### config.mk
export PLATFORM = sky130hd
export DESIGN_NAME = ctrl_datapath
export DESIGN_NICKNAME = d
export VERILOG_FILES = /design/src/rtl/dp_pkg.sv /design/src/rtl/dp_regfile.sv /design/src/rtl/dp_arith.sv /design/src/rtl/dp_shifter.sv /design/src/rtl/dp_func_unit.sv /design/src/rtl/ctrl_datapath.sv
export SDC_FILE = /design/constraint.sdc
export NUM_CORES = 1
export LEC_CHECK = 0
export BUFFER_PORTS_ARGS = -buffer_cell sky130_fd_sc_hd__buf_2
export CELL_PAD_IN_SITES_DETAIL_PLACEMENT = 1
export CELL_PAD_IN_SITES_GLOBAL_PLACEMENT = 2
export CORE_ASPECT_RATIO = 1.5
export CORE_UTILIZATION = 39
export CTS_CLUSTER_DIAMETER = 120
export DETAILED_ROUTE_END_ITERATION = 8
export MAX_ROUTING_LAYER = met4
export PLACE_DENSITY = 0.93
export SLEW_MARGIN = 20
export SYNTH_ARGS = -nofsm -noshare
export SYNTH_HDL_FRONTEND = slang
export SYNTH_SLANG_ARGS = --single-unit
export TNS_END_PERCENT = 5
### constraint.sdc
create_clock -name clk -period 5.4 [get_ports clk]
set_input_delay 0.27 -clock clk [delete_from_list [all_inputs] [get_ports clk]]
set_output_delay 0.27 -clock clk [all_outputs]
set_load 0.02 [all_outputs]
### src/rtl/dp_pkg.sv
package dp_pkg;

    localparam int ADDR_W = 3;
    localparam int FS_W   = 5;
    localparam int CW_W   = 3 * ADDR_W + FS_W + 3;

    typedef struct packed {
        logic [ADDR_W-1:0] dst;
        logic [ADDR_W-1:0] src_a;
        logic [ADDR_W-1:0] src_b;
        logic              b_const;
        logic [FS_W-1:0]   func;
        logic              wb_ext;
        logic              wr_en;
    } ctrl_t;

    typedef enum logic [1:0] {
        UNIT_ARITH = 2'd0,
        UNIT_LOGIC = 2'd1,
        UNIT_SHIFT = 2'd2
    } unit_e;

    typedef enum logic [1:0] {
        Y_ZERO = 2'd0,
        Y_ONES = 2'd1,
        Y_B    = 2'd2,
        Y_NOTB = 2'd3
    } ysel_e;

    typedef enum logic [1:0] {
        LOG_AND  = 2'd0,
        LOG_OR   = 2'd1,
        LOG_XOR  = 2'd2,
        LOG_NOTA = 2'd3
    } logop_e;

    typedef enum logic [1:0] {
        SH_PASS = 2'd0,
        SH_SRL  = 2'd1,
        SH_SLL  = 2'd2,
        SH_ROR  = 2'd3
    } shop_e;

endpackage

### src/rtl/dp_regfile.sv
module dp_regfile #(
    parameter int WIDTH  = 16,
    parameter int ADDR_W = 3
) (
    input  logic              clk,
    input  logic              rst_n,
    input  logic              wr_en,
    input  logic [ADDR_W-1:0] wr_addr,
    input  logic [WIDTH-1:0]  wr_data,
    input  logic [ADDR_W-1:0] rd_a_addr,
    input  logic [ADDR_W-1:0] rd_b_addr,
    output logic [WIDTH-1:0]  rd_a_data,
    output logic [WIDTH-1:0]  rd_b_data
);
    localparam int DEPTH = 1 << ADDR_W;

    logic [WIDTH-1:0] regs [DEPTH];

    for (genvar g = 0; g < DEPTH; g++) begin : g_reg
        logic load;
        assign load = wr_en && (wr_addr == ADDR_W'(g));
        always_ff @(posedge clk or negedge rst_n) begin
            if (!rst_n) begin
                regs[g] <= '0;
            end else if (load) begin
                regs[g] <= wr_data;
            end
        end
    end

    // Reads are combinational from the stored state: no write bypass.
    assign rd_a_data = regs[rd_a_addr];
    assign rd_b_data = regs[rd_b_addr];

endmodule

### src/rtl/dp_arith.sv
module dp_arith
    import dp_pkg::*;
#(
    parameter int WIDTH = 16
) (
    input  logic [WIDTH-1:0] a,
    input  logic [WIDTH-1:0] b,
    input  ysel_e            ysel,
    input  logic             cin,
    output logic [WIDTH-1:0] sum,
    output logic             cout,
    output logic             ovf
);
    localparam int MSB = WIDTH - 1;

    logic [WIDTH-1:0] y;
    logic [WIDTH:0]   wide;

    always_comb begin
        unique case (ysel)
            Y_ZERO:  y = '0;
            Y_ONES:  y = '1;
            Y_B:     y = b;
            Y_NOTB:  y = ~b;
            default: y = '0;
        endcase
    end

    assign wide = {1'b0, a} + {1'b0, y} + {{WIDTH{1'b0}}, cin};
    assign sum  = wide[WIDTH-1:0];
    assign cout = wide[WIDTH];
    assign ovf  = (a[MSB] == y[MSB]) && (sum[MSB] != a[MSB]);

endmodule

### src/rtl/dp_shifter.sv
module dp_shifter
    import dp_pkg::*;
#(
    parameter int WIDTH = 16
) (
    input  logic [WIDTH-1:0] b,
    input  shop_e            op,
    output logic [WIDTH-1:0] res
);
    logic [WIDTH-1:0] srl_v;
    logic [WIDTH-1:0] sll_v;
    logic [WIDTH-1:0] ror_v;

    for (genvar i = 0; i < WIDTH; i++) begin : g_bit
        if (i == WIDTH - 1) begin : g_top
            assign srl_v[i] = 1'b0;
            assign ror_v[i] = b[0];
        end else begin : g_mid
            assign srl_v[i] = b[i+1];
            assign ror_v[i] = b[i+1];
        end
        if (i == 0) begin : g_low
            assign sll_v[i] = 1'b0;
        end else begin : g_up
            assign sll_v[i] = b[i-1];
        end
    end

    always_comb begin
        unique case (op)
            SH_PASS: res = b;
            SH_SRL:  res = srl_v;
            SH_SLL:  res = sll_v;
            SH_ROR:  res = ror_v;
            default: res = b;
        endcase
    end

endmodule

### src/rtl/dp_func_unit.sv
module dp_func_unit
    import dp_pkg::*;
#(
    parameter int WIDTH = 16
) (
    input  logic [WIDTH-1:0] a,
    input  logic [WIDTH-1:0] b,
    input  logic [FS_W-1:0]  func,
    output logic [WIDTH-1:0] f,
    output logic             flag_v,
    output logic             flag_c,
    output logic             flag_n,
    output logic             flag_z
);
    unit_e            unit;
    logic [WIDTH-1:0] ar_sum;
    logic             ar_cout;
    logic             ar_ovf;
    logic [WIDTH-1:0] lg_res;
    logic [WIDTH-1:0] sh_res;

    always_comb begin
        if (func[4])      unit = UNIT_SHIFT;
        else if (func[3]) unit = UNIT_LOGIC;
        else              unit = UNIT_ARITH;
    end

    dp_arith #(.WIDTH(WIDTH)) u_arith (
        .a    (a),
        .b    (b),
        .ysel (ysel_e'(func[2:1])),
        .cin  (func[0]),
        .sum  (ar_sum),
        .cout (ar_cout),
        .ovf  (ar_ovf)
    );

    dp_shifter #(.WIDTH(WIDTH)) u_shift (
        .b   (b),
        .op  (shop_e'(func[1:0])),
        .res (sh_res)
    );

    always_comb begin
        unique case (logop_e'(func[1:0]))
            LOG_AND:  lg_res = a & b;
            LOG_OR:   lg_res = a | b;
            LOG_XOR:  lg_res = a ^ b;
            LOG_NOTA: lg_res = ~a;
            default:  lg_res = a & b;
        endcase
    end

    always_comb begin
        f      = ar_sum;
        flag_c = 1'b0;
        flag_v = 1'b0;
        unique case (unit)
            UNIT_ARITH: begin
                f      = ar_sum;
                flag_c = ar_cout;
                flag_v = ar_ovf;
            end
            UNIT_LOGIC: f = lg_res;
            UNIT_SHIFT: f = sh_res;
            default:    f = ar_sum;
        endcase
    end

    assign flag_n = f[WIDTH-1];
    assign flag_z = (f == '0);

endmodule

### src/rtl/ctrl_datapath.sv
module ctrl_datapath
    import dp_pkg::*;
#(
    parameter int WIDTH = 16
) (
    input  logic             clk,
    input  logic             rst_n,
    input  logic [16:0]      ctrl_word,
    input  logic [WIDTH-1:0] const_in,
    input  logic [WIDTH-1:0] data_in,
    output logic [WIDTH-1:0] addr_out,
    output logic [WIDTH-1:0] data_out,
    output logic             flag_v,
    output logic             flag_c,
    output logic             flag_n,
    output logic             flag_z
);
    ctrl_t            cw;
    logic [WIDTH-1:0] bus_a;
    logic [WIDTH-1:0] reg_b;
    logic [WIDTH-1:0] bus_b;
    logic [WIDTH-1:0] fu_out;
    logic [WIDTH-1:0] wr_data;

    assign cw = ctrl_t'(ctrl_word[CW_W-1:0]);

    dp_regfile #(.WIDTH(WIDTH), .ADDR_W(ADDR_W)) u_rf (
        .clk       (clk),
        .rst_n     (rst_n),
        .wr_en     (cw.wr_en),
        .wr_addr   (cw.dst),
        .wr_data   (wr_data),
        .rd_a_addr (cw.src_a),
        .rd_b_addr (cw.src_b),
        .rd_a_data (bus_a),
        .rd_b_data (reg_b)
    );

    assign bus_b = cw.b_const ? const_in : reg_b;

    dp_func_unit #(.WIDTH(WIDTH)) u_fu (
        .a      (bus_a),
        .b      (bus_b),
        .func   (cw.func),
        .f      (fu_out),
        .flag_v (flag_v),
        .flag_c (flag_c),
        .flag_n (flag_n),
        .flag_z (flag_z)
    );

    assign wr_data  = cw.wb_ext ? data_in : fu_out;
    assign addr_out = bus_a;
    assign data_out = bus_b;

endmodule

==> metrics.cfg, run 1 <==
[run_status]
outcome=completed

[critical_path]
critPathTopFamily=buffers and inverters
ff2ff_path_depth=23
cp_cell_sequence=buf_2 > buf_4 > buf_4 > mux4_1 > o22ai_1 > a21oi_1 > nand2_1 > xnor2_1 > ha_1 > nor2b_1 > nor2_1 > a31oi_2 > buf_4 > buf_4 > buf_4 > buf_4 > buf_4 > buf_4 > buf_4 > a31oi_2 > xor2_1 > o21ai_1 > nor3_4 > buf_4
crit_required_ns=5.13
crit_cells=24
arrival_ns=5.03
critical_path_class=in -> out
crit_fanout=17
path_buf_inv=11
critPathSlowestCell=mux4_1
end_kind=output pin
cpMostUsedCell=buf_4
slowest_delay_ns=0.62
start_kind=input pin

[final_layout]
drive_gt1_share_pct=25.39
nFillCells=2747
regArea_sq_um=3203
syn_to_final_growth_pct=18.03
multi_input_area_sq_um=5782
max_flop_register=u_rf.regs
nets=1186
largest_reg_flops=128
largest_registers=u_rf.regs: 128 flops

[hold_path]
whs_path_depth=3
worstHoldPathType=in -> reg

[clock_network]
cts_buffer_depth=2
cts_tree=done
clk_pin_slew_ns=0.06
clkLatencyLatePin_ns=0.43
numCtsBuffers=17
cts.sink_count=128
ctsRootBufferMaster=clkbuf_16
htreeDepth=4

[die]
num_io_pins=87
die_x_um=128.5
start_util_pct=39.55
core-area_sq_um=23660
die_area_sq_um=24630
num_rows=69
die_h_um=191.7

[detailed_routing]
drt_iter0_drc=523
antenna_left=0
drt-vias-per-instance=6.016
drt_wl_total_um=33630
firstDrtPassIters=4
drc=0
wl_per_cell_um=23.70
vias=8537

[sta]
timing.hold.ws_ns=0.3280
fin_skew_ns=0.01116
worst_pin_slew_ns=0.9432
slew_headroom_pct=36.46
hold_viol=0
maxSlewViolCount=0
fin_crit_ns=5.298
finalCritPeriodShare_pct=98.10
max_freq_mhz=188.8
setup-violations-final=0

[grt]
grt_max_degree=69
antenna_found_initial=1
grt_overflow=0
grt_pass1_vias=9115
grt_usage_pct=29.06
grt_pass1_wl_um=51770

[logic_synthesis]
synthTopCellsByCount=180 x nand2_1, 147 x o21ai_0, 128 x dfrtp_1
seq_area_frac_synth_pct=34.23
syn-instance-count=982
synth-main-ff-cell=dfrtp_1
syn_area_sq_um=9356
synthArstFlopShare_pct=100.0
synth_edf_count=0
synth.most_common_cell=nand2_1
synth_fp_nets=1082
yosysTopAreaCell=dfrtp_1
yosys_warnings=0
ys_top_cells_by_area=dfrtp_1 34%, mux4_2 12%, o21ai_0 7.9%, nand2_1 7.2%, ha_1 6.3%
synth_top_area_share_pct=34.23
ys_types=70
syn_area_per_cell_sq_um=9.528
ys_ff_latch=128

[power]
p_total_mw=4.275
p_per_area_nw_per_um2=387.1
irDropWorstVdd_uv=277.2
leakage_nw=5.098

[placement]
gp_congestion=0.9723
dp_hpwl_um=24200
port_buffers=86

[run]
cap_violations=0

what timing repair did:
action | CTS | global route
endpoints found under the hold margin | 67 | 0
setup endpoints to repair | 1 | 10
resized for setup | 6 | 16
buffers inserted | 7 | 2
pin swaps | 3 | 5
hold buffers | 1 | 0
cells by family (layout without fill, tap and decap cells):
| kind of cell | count (synthesis) | after routing | share of synthesized area (%) |
|---|---|---|---|
| simple gates | 279 | 279 | 13.01 |
| compound gates | 271 | 271 | 17.41 |
| flops | 128 | 128 | 34.23 |
| mux | 120 | 120 | 21.34 |
| buf+inv | 110 | 227 | 4.948 |
| fa+ha+maj | 49 | 49 | 6.713 |
| xor+xnor | 25 | 25 | 2.340 |
| other cells | 0 | 1 | 0 |
power by group:
group | switching [mW] | internal (mW) | leakage, nW | total, mW
clock | 0.450 | 0.676 | 0.268 | 1.13
sequential | 0.204 | 1.19 | 1.62 | 1.40
combinational | 0.995 | 0.757 | 3.21 | 1.75
worst reg2reg max path, stage by stage (launching register included):
cell and delay (ns):
dfrtp_1 0.40, mux4_2 0.51, mux2_4 0.32, mux2i_4 0.17
inv_2 0.09, nand2_1 0.08, xnor2_1 0.07, ha_1 0.26
a21o_1 0.18, a21o_1 0.22, a31oi_4 0.26, a31oi_2 0.16
buf_4 0.17, buf_4 0.12, buf_4 0.12, buf_4 0.12
buf_4 0.12, buf_4 0.12, buf_4 0.12, a31oi_2 0.27
xor2_1 0.18, o21ai_1 0.12, nor2_1 0.51, o31ai_1 0.19
per-layer routing:
metal / vias up / global-route usage [%] / wire, um
li1: 3779 / - / -
met2: 323 / 51.48 / 17850
met1: 4324 / 30.75 / 12390
met4: 0 / 17.83 / 2034
met5: - / - / 0
met3: 111 / 3.315 / 1350
metrics by stage:
| step | util, % | cell area, sq um | std cells | worst slack [ns] | TNS, ns |
|---|---|---|---|---|---|
| 2_1_floorplan | - | 9356 | 982 | 0.3553 | 0 |
| 3_3_place_gp | 43.51 | 10290 | 1376 | 0.3183 | 0 |
| 3_5_place_dp | 43.51 | 10290 | 1376 | 0.1778 | 0 |
| 4_1_cts | 46.31 | 10950 | 1416 | 0.01122 | 0 |
| 5_1_grt | 46.68 | 11040 | 1419 | -0.05134 | -0.05134 |
| 6_report | 46.68 | 11040 | 1419 | 0.1025 | 0 |
layout by cell type (no fill, tap or decap), types with 3 or more instances in the layout:
cell type	n
a211oi_1	5
a21o_1	6
a21oi_1	32
a221oi_1	6
a22oi_1	4
a31oi_1	6
and2_1	4
and3_1	3
buf_2	84
buf_4	62
clkbuf_16	17
clkinv_2	4
clkinv_4	3
clkinvlp_4	5
dfrtp_1	128
ha_1	47
inv_1	41
inv_2	6
mux2_2	10
mux2i_1	46
mux2i_4	3
mux4_1	6
mux4_2	51
nand2_1	180
nand2b_1	15
nand3_1	9
nor2_1	33
nor2b_1	12
nor3_1	5
o21ai_0	144
o21ai_1	5
o221ai_1	5
o22ai_1	14
o31ai_1	9
or2_2	5
xnor2_1	21
xor2_1	4
path summary, 6_finish.rpt:
kind	to	slack (ns)	startpoint
worst max-delay path	flag_z	0.10	ctrl_word[9]
worst min-delay path	u_rf.regs[94]$_DFFE_PN0P_	0.33	data_in[14]
worst max register to register	u_rf.regs[30]$_DFFE_PN0P_	0.36	u_rf.regs[21]$_DFFE_PN0P_
worst min register to register	u_rf.regs[80]$_DFFE_PN0P_	0.50	u_rf.regs[80]$_DFFE_PN0P_
max in group asynchronous	u_rf.regs[59]$_DFFE_PN0P_	3.53	rst_n
min in group asynchronous	u_rf.regs[46]$_DFFE_PN0P_	0.51	rst_n
cell type report:
| cell class | instances | share of cell area (%) |
|---|---|---|
| Antenna cell | 1 | 0.02266 |
| Clock buffer | 18 | 3.886 |
| Clock inverter | 14 | 1.303 |
| Inverter | 47 | 1.598 |
| Multi-Input combinational cell | 744 | 52.36 |
| Sequential cell | 128 | 29.01 |
| Tap cell | 319 | 3.614 |
| Timing Repair Buffer | 148 | 8.214 |
(Power assumes the default switching activity.)
==> run 2, diff against run 1 <==
--- a/config.mk
+++ b/config.mk
@@ -9,11 +9,13 @@
 export CELL_PAD_IN_SITES_DETAIL_PLACEMENT = 1
 export CELL_PAD_IN_SITES_GLOBAL_PLACEMENT = 2
 export CORE_ASPECT_RATIO = 1.5
-export CORE_UTILIZATION = 39
+export CORE_MARGIN = 3
+export CORE_UTILIZATION = 35
 export CTS_CLUSTER_DIAMETER = 120
+export CTS_CLUSTER_SIZE = 10
 export DETAILED_ROUTE_END_ITERATION = 8
 export MAX_ROUTING_LAYER = met4
-export PLACE_DENSITY = 0.93
+export PLACE_DENSITY = 0.89
 export SLEW_MARGIN = 20
 export SYNTH_ARGS = -nofsm -noshare
 export SYNTH_HDL_FRONTEND = slang
==> constraint.sdc (replaced) <==
create_clock -name clk -period 4.3 [get_ports clk]
set_input_delay 0.215 -clock clk [delete_from_list [all_inputs] [get_ports clk]]
set_output_delay 0.215 -clock clk [all_outputs]
set_load 0.02 [all_outputs]
==> run 2 against run 1 <==
Highest routed layer unchanged. Total power up 48%. Register-to-register slack worse by 0.46 ns. Via count rose by 11%. Flip-flop and latch count did not move. Non-clock buffer count grew 142. First-iteration DRC count rose by 59%. Core utilization grew 1.3 points. Worst setup slack worse by 0.76 ns. Combinational power grew 62%. The run now ends with negative setup slack left. Critical path type is now reg -> out. Sequential share of layout area down 3.4 points.
==> metrics.cfg, run 2 (synthesized netlist as in run 1, its figures left out) <==
[die]
start_util_pct=35.94  ; -3.6 points
die_h_um=206.2  ; +7.6%
num_io_pins=87  ; unchanged
die_x_um=139.5  ; +8.6%
num_rows=72  ; +4.3%
die_area_sq_um=28770  ; +17%
core-area_sq_um=26040  ; +10%

[run_status]
outcome=complete, but fails checks
violations=negative setup slack

[clock_network]
cts_buffer_depth=2  ; unchanged
cts.sink_count=128  ; unchanged
ctsRootBufferMaster=clkbuf_16
cts_tree=done
clkLatencyLatePin_ns=0.44  ; about the same
clk_pin_slew_ns=0.06  ; about the same
htreeDepth=4  ; unchanged
numCtsBuffers=17  ; unchanged

[critical_path]
start_kind=flop
crit_required_ns=4.09  ; -1.04 ns
critical_path_class=reg -> out
arrival_ns=4.74  ; -0.29 ns
end_kind=output pin
crit_fanout=3  ; -14

[grt]
grt_usage_pct=28.36  ; -0.70 points
antenna_found_initial=0  ; -1
grt_pass1_vias=10460  ; +15%
grt_overflow=0  ; unchanged
grt_max_degree=77  ; +12%
grt_pass1_wl_um=60780  ; +17%

[sta]
maxSlewViolCount=0  ; unchanged
slew_headroom_pct=29.56  ; -6.9 points
hold_viol=0  ; unchanged
fin_crit_ns=4.956
setup-violations-final=20  ; +20
finalCritPeriodShare_pct=115.3
timing.hold.ws_ns=0.2283  ; -0.09962 ns
max_freq_mhz=201.8
fin_skew_ns=0.009502  ; -0.001663 ns
rsz0062_at_grt=yes
worst_pin_slew_ns=1.057  ; +0.1134 ns
setup_ws_ns=-0.6565  ; -0.7590 ns
finalSetupTns_ns=-2.004  ; -2.004 ns

[placement]
gp_congestion=0.9663  ; -0.62%
dp_hpwl_um=27050  ; +12%
port_buffers=86  ; unchanged

[final_layout]
nFillCells=2953  ; +7.5%
antenna_cells=0  ; -1
final_cell_mix=201 x buf_4, 178 x nand2_1, 140 x o21ai_0
largest_registers=u_rf.regs: 128 flops
syn_to_final_growth_pct=33.55
drive_gt1_share_pct=36.26  ; +11 points
final_common_cell=buf_4
largest_reg_flops=128  ; unchanged
max_flop_register=u_rf.regs
nets=1328  ; +12%

[detailed_routing]
drc=0  ; unchanged
drt_iter0_drc=830  ; +59%
antenna_left=0  ; unchanged
firstDrtPassIters=7  ; +3
drt_wl_total_um=40380  ; +20%
wl_per_cell_um=25.66  ; +8.3%
drt-vias-per-instance=6.004  ; -0.20%
vias=9451  ; +11%

[power]
p_per_area_nw_per_um2=505.7  ; +31%
irDropWorstVdd_uv=362.7  ; +31%
leakage_nw=5.908  ; +16%
p_total_mw=6.319  ; +48%

[run]
cap_violations=0  ; unchanged

[hold_path]
worstHoldPathType=in -> reg

## run 2: cell count changes in the layout (fill, tap and decap cells not counted), sizes merged
cell,previous run,this run
diode,1,0
buf,147,289
clkinv,7,3
inv,47,48
clkinvlp,5,3
bufinv,2,7
## run 2: what timing repair did
item                                   in CTS  in global routing
buffers inserted                           12                  4
pin swaps                                  25                  3
setup endpoints to repair                  28                 46
hold buffers                                1                  0
resized for setup                          34                 14
endpoints found under the hold margin      74                  0
## run 2: layout make-up
type	instances	area, sq um	share of cell area, %
inverter	47	176.4	1.412
clock buffer	18	439.2	3.515
timing repair buffer	290	2026	16.21
sequential	128	3203	25.63
multi-input combinational	744	5974	47.81
tap	333	416.7	3.334
clock inverter	14	260.3	2.083
## run 2: worst paths after layout
check,from,slack [ns],to,depth (start not counted)
hold reg to reg,u_rf.regs[100]$_DFFE_PN0P_,0.51,u_rf.regs[100]$_DFFE_PN0P_,2
setup reg to reg,u_rf.regs[21]$_DFFE_PN0P_,-0.10,u_rf.regs[59]$_DFFE_PN0P_,18
setup / recovery,u_rf.regs[4]$_DFFE_PN0P_,-0.66,flag_z,16
min in group asynchronous,rst_n,0.47,u_rf.regs[14]$_DFFE_PN0P_,2
hold / removal,data_in[15],0.23,u_rf.regs[79]$_DFFE_PN0P_,4
max in group asynchronous,rst_n,2.85,u_rf.regs[38]$_DFFE_PN0P_,3
## run 2: metal layers
layer  part of all wire (%)  global-route usage (%)  vias to the layer above  wire (um)
li1                       -                       -                     4054          -
met1                     36                   29.63                     4725      14480
met2                     51                   48.32                      460      20500
met3                    4.9                   3.958                      212       1996
met4                    8.4                   21.82                        0       3400
met5                      0                       -                        -          0
## run 2: power breakdown
| part | switching (mW) | leakage [nW] | internal (mW) |
|---|---|---|---|
| Sequential | 0.263 | 1.62 | 1.50 |
| Clock | 0.573 | 0.333 | 1.16 |
| Combinational | 1.52 | 3.96 | 1.31 |
## run 2: critical path, stage by stage (launching register included)
cell and delay [ns]:
dfrtp_1 0.40, mux4_2 0.51, o21ai_0 0.43, inv_1 0.21
ha_1 0.34, buf_4 0.16, a221oi_2 0.25, buf_4 0.15
nand2_1 0.07, buf_4 0.16, a31oi_1 0.25, xnor2_1 0.11
nor2_1 0.20, o311ai_2 0.17, or4_4 0.58, nor3_4 0.16
buf_6 0.14
## run 2: metrics by stage
step / worst slack [ns] / utilization, % / instance area, sq um / instances
final: -0.6565 / 48.00 / 12500 / 1574
after CTS: -0.4335 / 47.67 / 12410 / 1570
after detailed placement: -0.4538 / 43.94 / 11440 / 1525
after global routing: -0.7532 / 48.00 / 12500 / 1574
after global placement: -0.2954 / 43.94 / 11440 / 1525
after floorplan: 0.02130 / - / 9433 / 982
==> run 3, diff against run 2 <==
--- a/config.mk
+++ b/config.mk
@@ -14,8 +14,7 @@
 export CTS_CLUSTER_DIAMETER = 120
 export CTS_CLUSTER_SIZE = 10
 export DETAILED_ROUTE_END_ITERATION = 8
-export MAX_ROUTING_LAYER = met4
-export PLACE_DENSITY = 0.89
+export PLACE_DENSITY_LB_ADDON = 0.1
 export SLEW_MARGIN = 20
 export SYNTH_ARGS = -nofsm -noshare
 export SYNTH_HDL_FRONTEND = slang
==> run 3 against run 2 <==
The run still ends with negative setup slack left. Count of clock-buffer cells in the layout is 7 higher. Final cell count is 0.19% higher. Via count is 7.6% lower. Critical endpoint unchanged.
==> metrics.cfg, run 3 (synthesized netlist as in run 1, its figures left out) <==
[run_status]
outcome=complete, but fails checks
violations=negative setup slack

[final_layout]
post-route-util_pct=47.65  ; -0.35 points
largest_reg_flops=128  ; unchanged
antenna_cells=0  ; unchanged
syn_to_final_growth_pct=32.58
final_common_cell=buf_4
largest_registers=u_rf.regs: 128 flops
drive_gt1_share_pct=35.53  ; -0.73 points
fin_cells=1577  ; +0.19%
nets=1333  ; +0.38%
max_flop_register=u_rf.regs
final_cell_mix=200 x buf_4, 178 x nand2_1, 143 x o21ai_0

[detailed_routing]
vias=8728  ; -7.6%
wl_per_cell_um=22.37  ; -13%
drc=0  ; unchanged
drt-vias-per-instance=5.535  ; -7.8%
firstDrtPassIters=5  ; -2
drt_iter0_drc=355  ; -57%
drt_wl_total_um=35270  ; -13%
antenna_left=0  ; unchanged

[sta]
maxSlewViolCount=0  ; unchanged
fin_crit_ns=4.740  ; -0.2162 ns
setup-violations-final=3  ; -85%
fin_skew_ns=0.008865  ; -0.0006366 ns
timing.hold.ws_ns=0.2616  ; +0.03332 ns
finalCritPeriodShare_pct=110.2  ; -5.0 points
setup_ws_ns=-0.4403  ; +0.2162 ns
slew_headroom_pct=49.84  ; +20 points
hold_viol=0  ; unchanged
rsz0062_at_grt=yes
max_freq_mhz=211.0  ; +4.6%
worst_pin_slew_ns=0.7523  ; -0.3042 ns

[critical_path]
critPathSlowestCell=mux4_2
start_kind=flop
crit_fanout=3  ; unchanged
critPathTopFamily=simple AND/OR/NAND/NOR gates
path_buf_inv=2  ; -3
critical_path_class=reg -> out
slowest_delay_ns=0.50  ; -0.08 ns
crit_required_ns=4.09  ; about the same
end_kind=output pin
arrival_ns=4.53  ; -0.21 ns
cp_cell_sequence=mux4_2 > o22ai_4 > a21oi_4 > nand2_2 > xnor2_2 > fa_2 > fa_2 > nand2b_4 > a21oi_4 > nor2_1 > o21ai_0 > o2111ai_2 > nor4_2 > buf_4 > nand4b_1 > or4_4 > nor3_4 > buf_6

[placement]
dp_hpwl_um=26960  ; -0.30%
place_ws_ns=-0.4378  ; +0.01596 ns
dp.cells=1533  ; +0.52%
gp_congestion=0.8992  ; -6.9%
port_buffers=86  ; unchanged

[die]
start_util_pct=35.94  ; unchanged
die_h_um=206.2  ; unchanged
num_rows=72  ; unchanged
die_area_sq_um=28770  ; unchanged
die_x_um=139.5  ; unchanged
num_io_pins=87  ; unchanged
core-area_sq_um=26040  ; unchanged

[grt]
antenna_found_initial=0  ; unchanged
grt_pass1_vias=9173  ; -12%
grt_overflow=0  ; unchanged
grt_usage_pct=24.72  ; -3.6 points
grt_pass1_wl_um=54260  ; -11%
grt_max_degree=80  ; +3.9%

[clock_network]
clkLatencyLatePin_ns=0.42  ; -0.02 ns
numCtsBuffers=17  ; unchanged
cts_tree=done
clk_pin_slew_ns=0.06  ; about the same
cts_buffer_depth=2  ; unchanged
ctsRootBufferMaster=clkbuf_16
htreeDepth=4  ; unchanged
cts.sink_count=128  ; unchanged

[hold_path]
worstHoldPathType=in -> reg

[run]
cap_violations=0  ; unchanged

[power]
p_per_area_nw_per_um2=475.1  ; -6.0%
irDropWorstVdd_uv=270.6  ; -25%
leakage_nw=5.905  ; about the same
p_total_mw=5.894  ; -6.7%

==> run 3: cell count changes in the layout (fill, tap and decap cells not counted), moves of 3 or more <==
cell,before,now
o31ai_1,8,5
clkinvlp_4,3,0
buf_6,1,6
clkbuf_8,1,6
o21ai_1,8,5
o31ai_2,1,4
bufinv_16,7,3
o21ai_0,140,143
==> run 3: power by group <==
group          switching (mW)  total, mW  internal, mW
logic                    1.36       2.68          1.32
registers               0.219       1.72          1.50
clock network           0.504       1.50         0.996
==> run 3: final timing paths <==
kind,end,from,cells after the start,slack (ns)
worst max-delay path,flag_z,u_rf.regs[16]$_DFFE_PN0P_,18,-0.44
worst min-delay path,u_rf.regs[127]$_DFFE_PN0P_,data_in[15],4,0.26
worst max register to register,u_rf.regs[46]$_DFFE_PN0P_,u_rf.regs[16]$_DFFE_PN0P_,23,0
worst min register to register,u_rf.regs[120]$_DFFE_PN0P_,u_rf.regs[120]$_DFFE_PN0P_,2,0.50
max in group asynchronous,u_rf.regs[14]$_DFFE_PN0P_,rst_n,3,3.05
min in group asynchronous,u_rf.regs[100]$_DFFE_PN0P_,rst_n,2,0.40
==> run 3: layer usage <==
metal / wire length (um) / vias up / GRT usage (%)
met5: 0 / - / 0
met3: 1133 / 48 / 3.889
met4: 1019 / 0 / 7.622
met1: 14570 / 4442 / 29.65
li1: - / 4071 / -
met2: 18550 / 167 / 45.38
==> run 3: tightest hold or removal path, stage by stage <==
cell and delay (ns):
buf_2 0.07, o21ai_0 0.06, buf_4 0.16, o21ai_0 0.13
==> run 3: timing repair <==
action,4_1_cts,5_1_grt
gates resized for setup,28,11
hold buffers,1,0
endpoints found under the hold margin,4,0
pin swaps,22,4
buffers inserted,13,1
setup endpoints to repair,4,15
==> run 3: through the flow <==
stage / setup TNS [ns] / area [sq um]
2_1_floorplan: 0 / 9433
3_3_place_gp: -0.3391 / 11510
3_5_place_dp: -0.9919 / 11510
4_1_cts: -0.9306 / 12340
5_1_grt: -2.115 / 12400
6_report: -0.6661 / 12400
==> run 3: layout make-up <==
class	instances	area [sq um]
well taps	333	416.7
repair buffers	295	2095
clock buffers	25	515.5
inverters	47	176.4
flip-flops and latches	128	3203
multi-input cells	744	5898
fillers	3019	13630
clock inverters	5	100.1
